==> src/rtl/dat_id_pkg.sv <==
package dat_id_pkg;

   typedef enum logic [1:0] {
      MARK_NONE  = 2'd0,
      MARK_START = 2'd1,
      MARK_SHORT = 2'd2
   } mark_kind_t;

   // Sync must be set, and exactly one of the two other indicator bits.
   function automatic mark_kind_t classify_mark(input logic s, input logic a, input logic b);
      mark_kind_t k;
      k = MARK_NONE;
      if (s && a && !b) k = MARK_START;
      else if (s && !a && b) k = MARK_SHORT;
      return k;
   endfunction

endpackage

==> src/rtl/dat_cat_gate.sv <==
module dat_cat_gate #(
   parameter int unsigned        CAT_W    = 8,
   parameter logic [CAT_W-1:0]   CAT_CODE = 8'b1100_0000,
   parameter logic [CAT_W-1:0]   CAT_MASK = 8'b1111_1110
) (
   input  logic [CAT_W-1:0] cat_code,
   output logic             is_tape
);
   localparam logic [CAT_W-1:0] CODE_M = CAT_CODE & CAT_MASK;

   always_comb begin
      is_tape = ((cat_code & CAT_MASK) == CODE_M);
   end
endmodule

==> src/rtl/dat_mark_classify.sv <==
module dat_mark_classify
   import dat_id_pkg::*;
(
   input  logic clk,
   input  logic rst_n,
   input  logic is_tape,
   input  logic ind_strobe,
   input  logic ind_sync,
   input  logic ind_start,
   input  logic ind_short,
   output logic mark_hit,
   output logic res_start
);
   mark_kind_t kind;

   always_comb begin
      kind     = classify_mark(ind_sync, ind_start, ind_short);
      mark_hit = ind_strobe && is_tape && (kind != MARK_NONE);
   end

   always_ff @(posedge clk) begin
      if (!rst_n) begin
         res_start <= 1'b0;
      end else if (!is_tape) begin
         res_start <= 1'b0;
      end else if (mark_hit) begin
         res_start <= (kind == MARK_START);
      end
   end
endmodule

==> src/rtl/dat_ready_pulse.sv <==
module dat_ready_pulse #(
   parameter int unsigned PULSE_LEN = 4
) (
   input  logic clk,
   input  logic rst_n,
   input  logic fire,
   output logic ready_n
);
   generate
      if (PULSE_LEN == 1) begin : g_single
         logic low_q;
         always_ff @(posedge clk) begin
            if (!rst_n) low_q <= 1'b0;
            else        low_q <= fire;
         end
         assign ready_n = !low_q;
      end else begin : g_count
         localparam int unsigned CW = $clog2(PULSE_LEN + 1);
         localparam logic [CW-1:0] LEN_C = CW'(PULSE_LEN);
         logic [CW-1:0] left_q;
         always_ff @(posedge clk) begin
            if (!rst_n)              left_q <= '0;
            else if (fire)           left_q <= LEN_C;
            else if (left_q != '0)   left_q <= left_q - 1'b1;
         end
         assign ready_n = (left_q == '0);
      end
   endgenerate
endmodule

==> src/rtl/dat_serial_read.sv <==
module dat_serial_read #(
   parameter int unsigned       ADDR_W         = 8,
   parameter logic [ADDR_W-1:0] READ_ADDR      = 8'h5A,
   parameter int unsigned       FRAME_W        = 81,
   parameter bit                ADDR_LSB_FIRST = 1'b1
) (
   input  logic clk,
   input  logic rst_n,
   input  logic sel,
   input  logic shift_en,
   input  logic serial_in,
   input  logic frame_val,
   output logic serial_out
);
   localparam int unsigned END_N = ADDR_W + FRAME_W;
   localparam int unsigned CNT_W = $clog2(END_N + 1);
   localparam logic [CNT_W-1:0] ADDR_END  = CNT_W'(ADDR_W);
   localparam logic [CNT_W-1:0] ADDR_LAST = CNT_W'(ADDR_W - 1);
   localparam logic [CNT_W-1:0] FRAME_END = CNT_W'(END_N);

   logic [CNT_W-1:0]  cnt_q;
   logic [ADDR_W-1:0] addr_q;
   logic [ADDR_W-1:0] addr_nxt;
   logic              match_q;
   logic              snap_q;

   generate
      if (ADDR_W == 1) begin : g_one
         assign addr_nxt = serial_in;
      end else if (ADDR_LSB_FIRST) begin : g_lsb
         assign addr_nxt = {serial_in, addr_q[ADDR_W-1:1]};
      end else begin : g_msb
         assign addr_nxt = {addr_q[ADDR_W-2:0], serial_in};
      end
   endgenerate

   always_ff @(posedge clk) begin
      if (!rst_n || !sel) begin
         cnt_q   <= '0;
         addr_q  <= '0;
         match_q <= 1'b0;
         snap_q  <= 1'b0;
      end else if (shift_en) begin
         if (cnt_q < ADDR_END) begin
            addr_q <= addr_nxt;
            cnt_q  <= cnt_q + 1'b1;
            if (cnt_q == ADDR_LAST) begin
               match_q <= (addr_nxt == READ_ADDR);
               snap_q  <= frame_val;
            end
         end else if (match_q && (cnt_q < FRAME_END)) begin
            cnt_q <= cnt_q + 1'b1;
         end
      end
   end

   always_comb begin
      serial_out = sel && match_q && (cnt_q >= ADDR_END) && (cnt_q < FRAME_END) && snap_q;
   end
endmodule

==> src/rtl/dat_id_detect.sv <==
module dat_id_detect #(
   parameter int unsigned        CAT_W          = 8,
   parameter logic [CAT_W-1:0]   CAT_CODE       = 8'b1100_0000,
   parameter logic [CAT_W-1:0]   CAT_MASK       = 8'b1111_1110,
   parameter int unsigned        PAYLOAD_W      = 80,
   parameter int unsigned        ADDR_W         = 8,
   parameter logic [ADDR_W-1:0]  READ_ADDR      = 8'h5A,
   parameter bit                 ADDR_LSB_FIRST = 1'b1,
   parameter int unsigned        PULSE_LEN      = 4
) (
   input  logic             clk,
   input  logic             rst_n,
   input  logic [CAT_W-1:0] cat_code,
   input  logic             ind_strobe,
   input  logic             ind_sync,
   input  logic             ind_start,
   input  logic             ind_short,
   input  logic             sel,
   input  logic             shift_en,
   input  logic             serial_in,
   output logic             serial_out,
   output logic             ready_n
);
   localparam int unsigned FRAME_W = PAYLOAD_W + 1;

   generate
      if (CAT_W < 1)     begin : g_bad_cat   $error("CAT_W must be at least 1");     end
      if (ADDR_W < 1)    begin : g_bad_addr  $error("ADDR_W must be at least 1");    end
      if (PAYLOAD_W < 1) begin : g_bad_pay   $error("PAYLOAD_W must be at least 1"); end
      if (PULSE_LEN < 1) begin : g_bad_pulse $error("PULSE_LEN must be at least 1"); end
   endgenerate

   logic is_tape;
   logic mark_hit;
   logic res_start;

   dat_cat_gate #(
      .CAT_W(CAT_W), .CAT_CODE(CAT_CODE), .CAT_MASK(CAT_MASK)
   ) u_gate (
      .cat_code(cat_code), .is_tape(is_tape)
   );

   dat_mark_classify u_cls (
      .clk(clk), .rst_n(rst_n), .is_tape(is_tape),
      .ind_strobe(ind_strobe), .ind_sync(ind_sync),
      .ind_start(ind_start), .ind_short(ind_short),
      .mark_hit(mark_hit), .res_start(res_start)
   );

   dat_ready_pulse #(.PULSE_LEN(PULSE_LEN)) u_pulse (
      .clk(clk), .rst_n(rst_n), .fire(mark_hit), .ready_n(ready_n)
   );

   dat_serial_read #(
      .ADDR_W(ADDR_W), .READ_ADDR(READ_ADDR),
      .FRAME_W(FRAME_W), .ADDR_LSB_FIRST(ADDR_LSB_FIRST)
   ) u_read (
      .clk(clk), .rst_n(rst_n), .sel(sel), .shift_en(shift_en),
      .serial_in(serial_in), .frame_val(res_start), .serial_out(serial_out)
   );
endmodule

==> config.mk <==
export PLATFORM = sky130hd
export DESIGN_NAME = dat_id_detect
export DESIGN_NICKNAME = d
export VERILOG_FILES = /design/src/rtl/dat_id_pkg.sv /design/src/rtl/dat_cat_gate.sv /design/src/rtl/dat_mark_classify.sv /design/src/rtl/dat_ready_pulse.sv /design/src/rtl/dat_serial_read.sv /design/src/rtl/dat_id_detect.sv
export SDC_FILE = /design/constraint.sdc
export NUM_CORES = 1
export LEC_CHECK = 0
export ABC_AREA = 1
export BUFFER_PORTS_ARGS = -buffer_cell sky130_fd_sc_hd__buf_2
export CAP_MARGIN = 10
export CORE_MARGIN = 8
export CORE_UTILIZATION = 47
export DETAILED_ROUTE_END_ITERATION = 8
export PLACE_DENSITY = 0.69
export SETUP_SLACK_MARGIN = 0.05
export SLEW_MARGIN = 20
export SYNTH_ARGS = -nofsm -noshare
export SYNTH_HDL_FRONTEND = slang
export SYNTH_SLANG_ARGS = --single-unit
==> constraint.sdc <==
create_clock -name clk -period 2.8 [get_ports clk]
set_clock_uncertainty 0.15 [all_clocks]
set_input_delay 0.28 -clock clk [delete_from_list [all_inputs] [get_ports clk]]
set_output_delay 0.28 -clock clk [all_outputs]
set_load 0.005 [all_outputs]
==> summary.md, run 1 <==
| Metric | Value |
|---|---|
| Status | `finished clean` |
| Post-Place Cells | `~190` |
| Reg area | `400 µm²` |
| Crit path buffers/inverters | `2` |
| Final hold violation count | `0` |
| Mux cell area share after synthesis | `0%` |
| Post-CTS sizing | `0` |
| WL/cell | `about 10 µm` |
| CTS Sinks | `20` |
| Synthesis Warnings | `0` |
| Simple-gate share of the synthesized area | `between 20% and 30%` |
| Crit path capture type | `primary output` |
| Largest net degree at the start of global routing | `17` |
| 1st-iter DRT viols | `35` |
| Tmin final | `1750 ps` |
| Vias in the first global route | `~900` |
| Worst Setup Start Kind | `register` |
| Slew Viols, Final | `0` |
| Worst EP arrival | `1320 ps` |
| Commonest non-fill, non-tap cell in the layout | `nor2_1` |
| Mapped Area | `a little over 0.001 mm²` |
| Core area | `0.00215 mm²` |
| Synthesized Nets | `166` |
| Slowest CP cell | `dfxtp_1` |
| Die W | `62.8 µm` |
| Initial antenna violation count | `0` |
| Seq cells post-synth | `20` |
| Layout cells sized above 1 | `14.9%` |
| Final period utilization | `a little over 60%` |
| Slew margin rel. | `between 60% and 70%` |
| Chip height | `62.8 µm` |
| First-pass GRT wire length | `about 3700 µm` |
| Hold_buf cts | `0` |
| FP Rows | `17` |
| CTS buffer count | `3` |
| Post-Synth Adder-Cell Area | `about 6%` |
| Class of the worst hold path | `in2reg` |
| CTS tree | `done` |
| Top cell by count, worst path | `ha_1` |
| Crit path largest cell delay | `roughly 360 ps` |
| Root buf cell | `clkbuf_4` |
| Worst-path maximum fanout | `6` |
| Setup slack at placement | `~1100 ps` |
| Max Fclk | `roughly 570 MHz` |
| IO buf count | `17` |
| Fill count | `215` |
| Finished Layout Cells | `between 150 and 200` |
| Htree depth | `1` |
| Setup TNS | `0 ps` |
| Commonest cells after routing, fill and taps aside | `nor2_1, inv_1, dfxtp_1, nand2_1, buf_2` |
| Unrepaired setup endpoints after global routing | `false` |
| Routability cong. | `between 0.7 and 0.8` |
| Final wirelength | `between 1500 and 2000 µm` |
| I/O pin total | `19` |
| Synth cell types | `21` |
| GRT Overall Usage | `11.1%` |
| Initial core utilization | `a little under half` |
| Peak supply drop | `approximately 0.00024 V` |
| CP Cell Sequence | `inv_1, ha_1, ha_1, buf_2` |
| Synth Area in XOR/XNOR | `between 1.5 and 2%` |
| Critical path type | `reg2out` |
| Multi-input logic area | `a little over 500 µm²` |
| Compound-Gate Fraction of Synth Area | `14.6%` |
| Final Cell Area | `between 0.001 and 0.0015 mm²` |
| Pwr/cell area | `between 500 and 600 mW/mm²` |
| Largest family of logic cells by synthesized area | `simple AND/OR/NAND/NOR gates` |
| Max-Cap Viols | `0` |
| Worst-path clk slew | `approximately 120 ps` |
| Final worst setup slack | `roughly 1100 ps` |
| ANT cells | `0` |
| Layout Nets | `around 180` |
| DIE AREA | `slightly below 0.004 mm²` |
| DP HPWL | `between 1500 and 2000 µm` |
| Avg Cell Area, Syn | `7.16 µm²` |
| # Post-CTS Setup Buffers | `0` |
| Worst Path Required | `about 2400 ps` |
| Lkg Pwr | `roughly 0.52 nW` |
| Vias | `about 930` |
| Routed Antenna Nets | `0` |
| Register area share after synthesis | `roughly 39%` |
| Gr ovfl total | `0` |
| Final core occ | `a little over half` |
| Worst Max-Slew Pin Slew | `497 ps` |
| Syn Inst Count | `144` |
| DRC viols | `0` |
| CTS Buffer Depth | `2` |
| Final setup violating endpoints | `0` |
| Clk_lat worst skew | `roughly 300 ps` |
| Vias/cell | `around 4.9` |
| P&R area growth vs syn | `11.8%` |
| DP Area | `0.00112 mm²` |
| Pre-antenna DRT Iters | `4` |
| Top delay family on crit path | `adder cells` |
## worst register-to-register path, stage by stage, from the launching register on
cell	delay, ps
dfxtp_1	370
nor2_1	150
nand3_1	380
nor2_1	290
o21ai_0	120
o211a_1	120
## sequential cells by signal, indices dropped and copies added, names as in the netlist
name                    count
u_read.cnt_q                7
u_read.snap_q               1
u_read.addr_q               7
u_cls.res_start             1
u_pulse.g_count.left_q      3
u_read.match_q              1
## routing by layer
layer,routed length [µm],up-vias,GRT usage [%]
li1,-,500,-
met1,906,420,12.2
met2,956,11,19.5
met3,72,2,2.51
met4,14,0,5.41
met5,0,-,0
## cell type report
type | count | share of cell area [%]
clock buffers | 4 | 3.15
inverters | 21 | 6.84
multi-input cells | 99 | 44.8
flip-flops and latches | 20 | 34.7
well taps | 28 | 3.04
repair buffers | 17 | 7.38
## worst paths after layout
check | from | endpoint | slack (ps) | cells past startpoint
worst max-delay path | u_pulse.g_count.left_q[0] | ready_n | 1050 | 4
worst min-delay path | sel | u_read.cnt_q[6] | 90 | 3
worst max register to register | u_read.cnt_q[3] | u_read.match_q | 1130 | 5
worst min register to register | u_read.addr_q[7] | u_read.addr_q[7] | 320 | 2
## cells by family after synthesis
| family | Yosys count |
|---|---|
| flip-flops | 20 |
| XOR/XNOR | 2 |
| buffers and inverters | 25 |
| AO/OA/AOI/OAI | 28 |
| adder cells (fa/ha/maj) | 5 |
| AND/OR/NAND/NOR | 64 |
## report_power, final
group	internal (mW)	total (mW)	switching, mW
combinational	0.0665	0.152	0.0853
sequential	0.309	0.322	0.0136
clock	0.0792	0.166	0.0868
## Yosys cell counts (all sizes together)
master	count	area share (%)
or2	1	0.61
a21boi	1	0.73
xor2	1	0.85
ha	5	6.1
dfxtp	20	39
a21o	1	0.73
o21ai	10	4.9
nor2	24	8.7
nand3	15	8.3
a21oi	15	7.3
inv	21	7.6
xnor2	1	0.85
nand4	2	1.2
o211a	1	0.97
nand2	20	8.0
buf	4	3.4
nor3	2	0.97
## through the flow
stage	hold slack (ps)	power, mW
floorplan	273	0.437
global placement	293	0.468
detailed placement	306	0.483
CTS	76.6	0.649
global route	95.5	0.687
finish	87.7	0.640
(Power assumes the default switching activity.)
==> inputs of run 2 (changes only) <==
--- a/config.mk
+++ b/config.mk
@@ -5,7 +5,7 @@
 export SDC_FILE = /design/constraint.sdc
 export NUM_CORES = 1
 export LEC_CHECK = 0
-export ABC_AREA = 1
+export ABC_AREA = 0
 export BUFFER_PORTS_ARGS = -buffer_cell sky130_fd_sc_hd__buf_2
 export CAP_MARGIN = 10
 export CORE_MARGIN = 8
==> constraint.sdc (replaced) <==
create_clock -name clk -period 1.63 [get_ports clk]
set_clock_uncertainty 0.15 [all_clocks]
set_input_delay 0.163 -clock clk [delete_from_list [all_inputs] [get_ports clk]]
set_output_delay 0.163 -clock clk [all_outputs]
set_load 0.005 [all_outputs]
==> run 2 against run 1 <==
Effect of this change: the flow now finishes with violations (negative setup slack); clock power is 32% higher; sequential power is 65% higher; total power is 57% higher; routed wire length is 17% higher; sequential share of layout area is 6.4 points lower; count of clock-buffer cells in the layout is 1 lower; synthesized area is 1.9% lower; largest power group unchanged.
==> summary.md, run 2 <==
| Metric | Value |
|---|---|
| Status | `finished, violations left` |
| Failing checks | `negative setup slack` |
| ANT cells | `0 (unchanged)` |
| Avg Cell Area, Syn | `8.79 µm² (+23%)` |
| Design Power | `1.01 mW (+57%)` |
| Slew Viols, Final | `0 (unchanged)` |
| Final period utilization | `102%` |
| Area leader, netlist | `dfxtp_1` |
| Dominant cell by count in the synthesized netlist | `dfxtp_1` |
| Vias/cell | `5.22 (+5.7%)` |
| Largest registers | `u_read.addr_q (7), u_read.cnt_q (7), u_pulse.g_count.left_q (3)` |
| DRC viols | `0 (unchanged)` |
| Unrepaired setup endpoints after global routing | `true` |
| Net Sw Frac | `27.4% (-1.7 points)` |
| Pwr/cell area | `690 mW/mm² (+24%)` |
| Chip height | `62.4 µm (-0.72%)` |
| Final worst setup slack | `-40.5 ps (-1090 ps)` |
| Clock network power share | `21.8% (-4.1 points)` |
| Synth cell types | `30 (+43%)` |
| CTS buffer count | `3 (unchanged)` |
| Worst Setup Start Kind | `register` |
| Max-Cap Viols | `0 (unchanged)` |
| I/O pin total | `19 (unchanged)` |
| Vias | `944 (+1.2%)` |
| Worst R2R Start | `u_read.cnt_q[4]` |
| Largest net degree at the start of global routing | `17 (unchanged)` |
| Initial antenna violation count | `0 (unchanged)` |
| Root buf cell | `clkbuf_4` |
| Post-synth top area share | `39.6% (+0.77 points)` |
| CTS Buffer Depth | `2 (unchanged)` |
| Slew margin rel. | `58.2% (-8.6 points)` |
| Routability cong. | `0.833 (+7.0%)` |
| Internal | `0.731 mW (+61%)` |
| R2R depth | `5 (unchanged)` |
| Synthesis Warnings | `0 (unchanged)` |
| Lkg Pwr | `0.565 nW (+7.9%)` |
| Setup slack at placement | `-33.6 ps (-1170 ps)` |
| Synthesized Nets | `137 (-17%)` |
| CTS Sinks | `20 (unchanged)` |
| Worst-path maximum fanout | `3 (-3)` |
| Crit Reg-Reg Endpoint | `u_read.cnt_q[2]` |
| Logic pwr share | `25.5% (+1.8 points)` |
| Crit path capture type | `register` |
| Tmin final | `around 1700 ps` |
| Post-synth top flop | `dfxtp_1` |
| First-pass GRT wire length | `3980 µm (+6.3%)` |
| WL/cell | `12.7 µm (+23%)` |
| Worst hold start | `cat_code[5]` |
| Commonest non-fill, non-tap cell in the layout | `buf_2` |
| Ys async rst share | `0% (unchanged)` |
| Worst Path Required | `1690 ps (-680 ps)` |
| 1st-iter DRT viols | `27 (-23%)` |
| Final wirelength | `2290 µm (+17%)` |
| Sequential power share | `52.7% (+2.4 points)` |
| Hold depth | `4 (+1)` |
| CTS tree | `done` |
| Pre-antenna DRT Iters | `4 (unchanged)` |
| Die W | `62.4 µm (-0.72%)` |
| M1 WL | `991 µm (+9.4%)` |
| Commonest cells after routing, fill and taps aside | `buf_2, buf_4, dfxtp_1, nor2_1, nand2_1` |
| Clk_lat worst skew | `290 ps (about the same)` |
| Register area share after synthesis | `39.6% (+0.77 points)` |
| Routed Antenna Nets | `0 (unchanged)` |
| FP Rows | `16 (-1)` |
| Seq cells post-synth | `20 (unchanged)` |
| Gr ovfl total | `0 (unchanged)` |
| Number of flops mapped to enable cells by yosys | `0 (unchanged)` |
| Core area | `0.00200 mm² (-6.8%)` |
| R2R setup slack | `-40 ps (-1170 ps)` |
| Peak supply drop | `0.000478 V (+99%)` |
| Vias in the first global route | `965 (+4.7%)` |
| Max Fclk | `~600 MHz` |
| DP HPWL | `1610 µm (+5.2%)` |
| Worst hold margin | `51.2 ps (-36.5 ps)` |
| Post-synth top cells | `dfxtp_1, nand2_1, a21oi_1` |
| DIE AREA | `0.00389 mm² (-1.4%)` |
| IO buf count | `17 (unchanged)` |
| Worst-path clk slew | `100 ps (-20 ps)` |
| Critical path type | `reg2reg` |
| Final setup violating endpoints | `4 (+4)` |
| End of the worst hold path | `u_pulse.g_count.left_q[2]` |
| Met2 WL | `1210 µm (+26%)` |
| Syn Inst Count | `115 (-20%)` |
| Switching power total | `0.276 mW (+48%)` |
| Final hold violation count | `0 (unchanged)` |
| Class of the worst hold path | `in2reg` |
| Worst EP arrival | `1730 ps (+410 ps)` |
| Htree depth | `1 (unchanged)` |
| Ranking of synthesized cells by area | `dfxtp_1, ha_1, a21oi_1` |
| Mapped Area | `0.00101 mm² (-1.9%)` |
| Layout Nets | `178 (-3.3%)` |
| GRT Overall Usage | `11.9% (+0.83 points)` |
| Highest Signal Layer | `met4` |
| Layout cells sized above 1 | `47.4% (+32 points)` |
| Setup TNS | `-101 ps (-101 ps)` |
| Worst Max-Slew Pin Slew | `626 ps (+129 ps)` |
| P&R area growth vs syn | `44.3%` |
| DR WL met3 | `43 µm (-40%)` |
| Initial core utilization | `50.5% (+2.5 points)` |
-- run 2: how the worst max path moves through the flow --
stage | startpoint | end | slack, ps | depth (start not counted)
final | u_read.cnt_q[4] | u_read.cnt_q[2] | -40 | 5
after global routing | u_read.cnt_q[2] | serial_out | -120 | 5
after CTS | u_read.cnt_q[2] | serial_out | -40 | 5
after detailed placement | u_read.cnt_q[6] | u_read.match_q | -30 | 5
after global placement | u_read.cnt_q[6] | u_read.match_q | 2 | 5
after floorplan | u_read.cnt_q[6] | u_read.match_q | 40 | 5
-- run 2: final cells by class --
| class | instances | area [µm²] |
|---|---|---|
| fill | 156 | 543 |
| inverter | 7 | 26.3 |
| clock buffer | 3 | 22.5 |
| timing repair buffer | 39 | 283 |
| tap | 27 | 33.8 |
| multi-input combinational | 85 | 681 |
| sequential | 20 | 413 |
-- run 2: layer usage --
metal	track usage, %	up-vias
li1	-	490
met1	12.7	440
met2	22.0	9
met3	3.05	5
met4	4.27	0
met5	0	-
-- run 2: power groups by stage --
| stage | clock (mW) | combinational, mW | sequential [mW] |
|---|---|---|---|
| final | 0.219 | 0.257 | 0.531 |
| after global routing | 0.252 | 0.292 | 0.534 |
| after CTS | 0.225 | 0.226 | 0.530 |
| after detailed placement | 0 | 0.210 | 0.538 |
| after global placement | 0 | 0.199 | 0.537 |
| after floorplan | 0 | 0.144 | 0.535 |
-- run 2: critical path: stages, from the launching register on --
cell and delay, ps:
dfxtp_2 350, nor4_4 350, buf_4 170, o221ai_2 100
or3_1 330, a21oi_1 140
-- run 2: metrics by stage --
stage                     instances  utilization [%]  instance area (µm²)
after detailed placement        168             60.0                 1200
after global routing            181             72.9                 1460
after floorplan                 115                -                 1010
after CTS                       180             67.0                 1340
final                           181             72.9                 1460
after global placement          168             60.0                 1200
-- run 2: what timing repair did --
action,4_1_cts,5_1_grt
resized for setup,15,29
hold buffers,4,0
endpoints found under the setup margin,9,17
setup buffers,5,1
pin swaps,7,11
hold endpoints to repair,4,0
-- run 2: cell families (layout without fill, tap and decap cells) --
family	Yosys count	after routing	synth area share [%]
buffers and inverters	10	49	4.46
xor gates and xnor gates	5	5	4.33
adders and majority gates	5	5	6.19
AOI/OAI and AO/OA	21	21	13.2
and+or+nand+nor	51	51	29.2
DFF	20	20	39.6
muxes	3	3	2.97
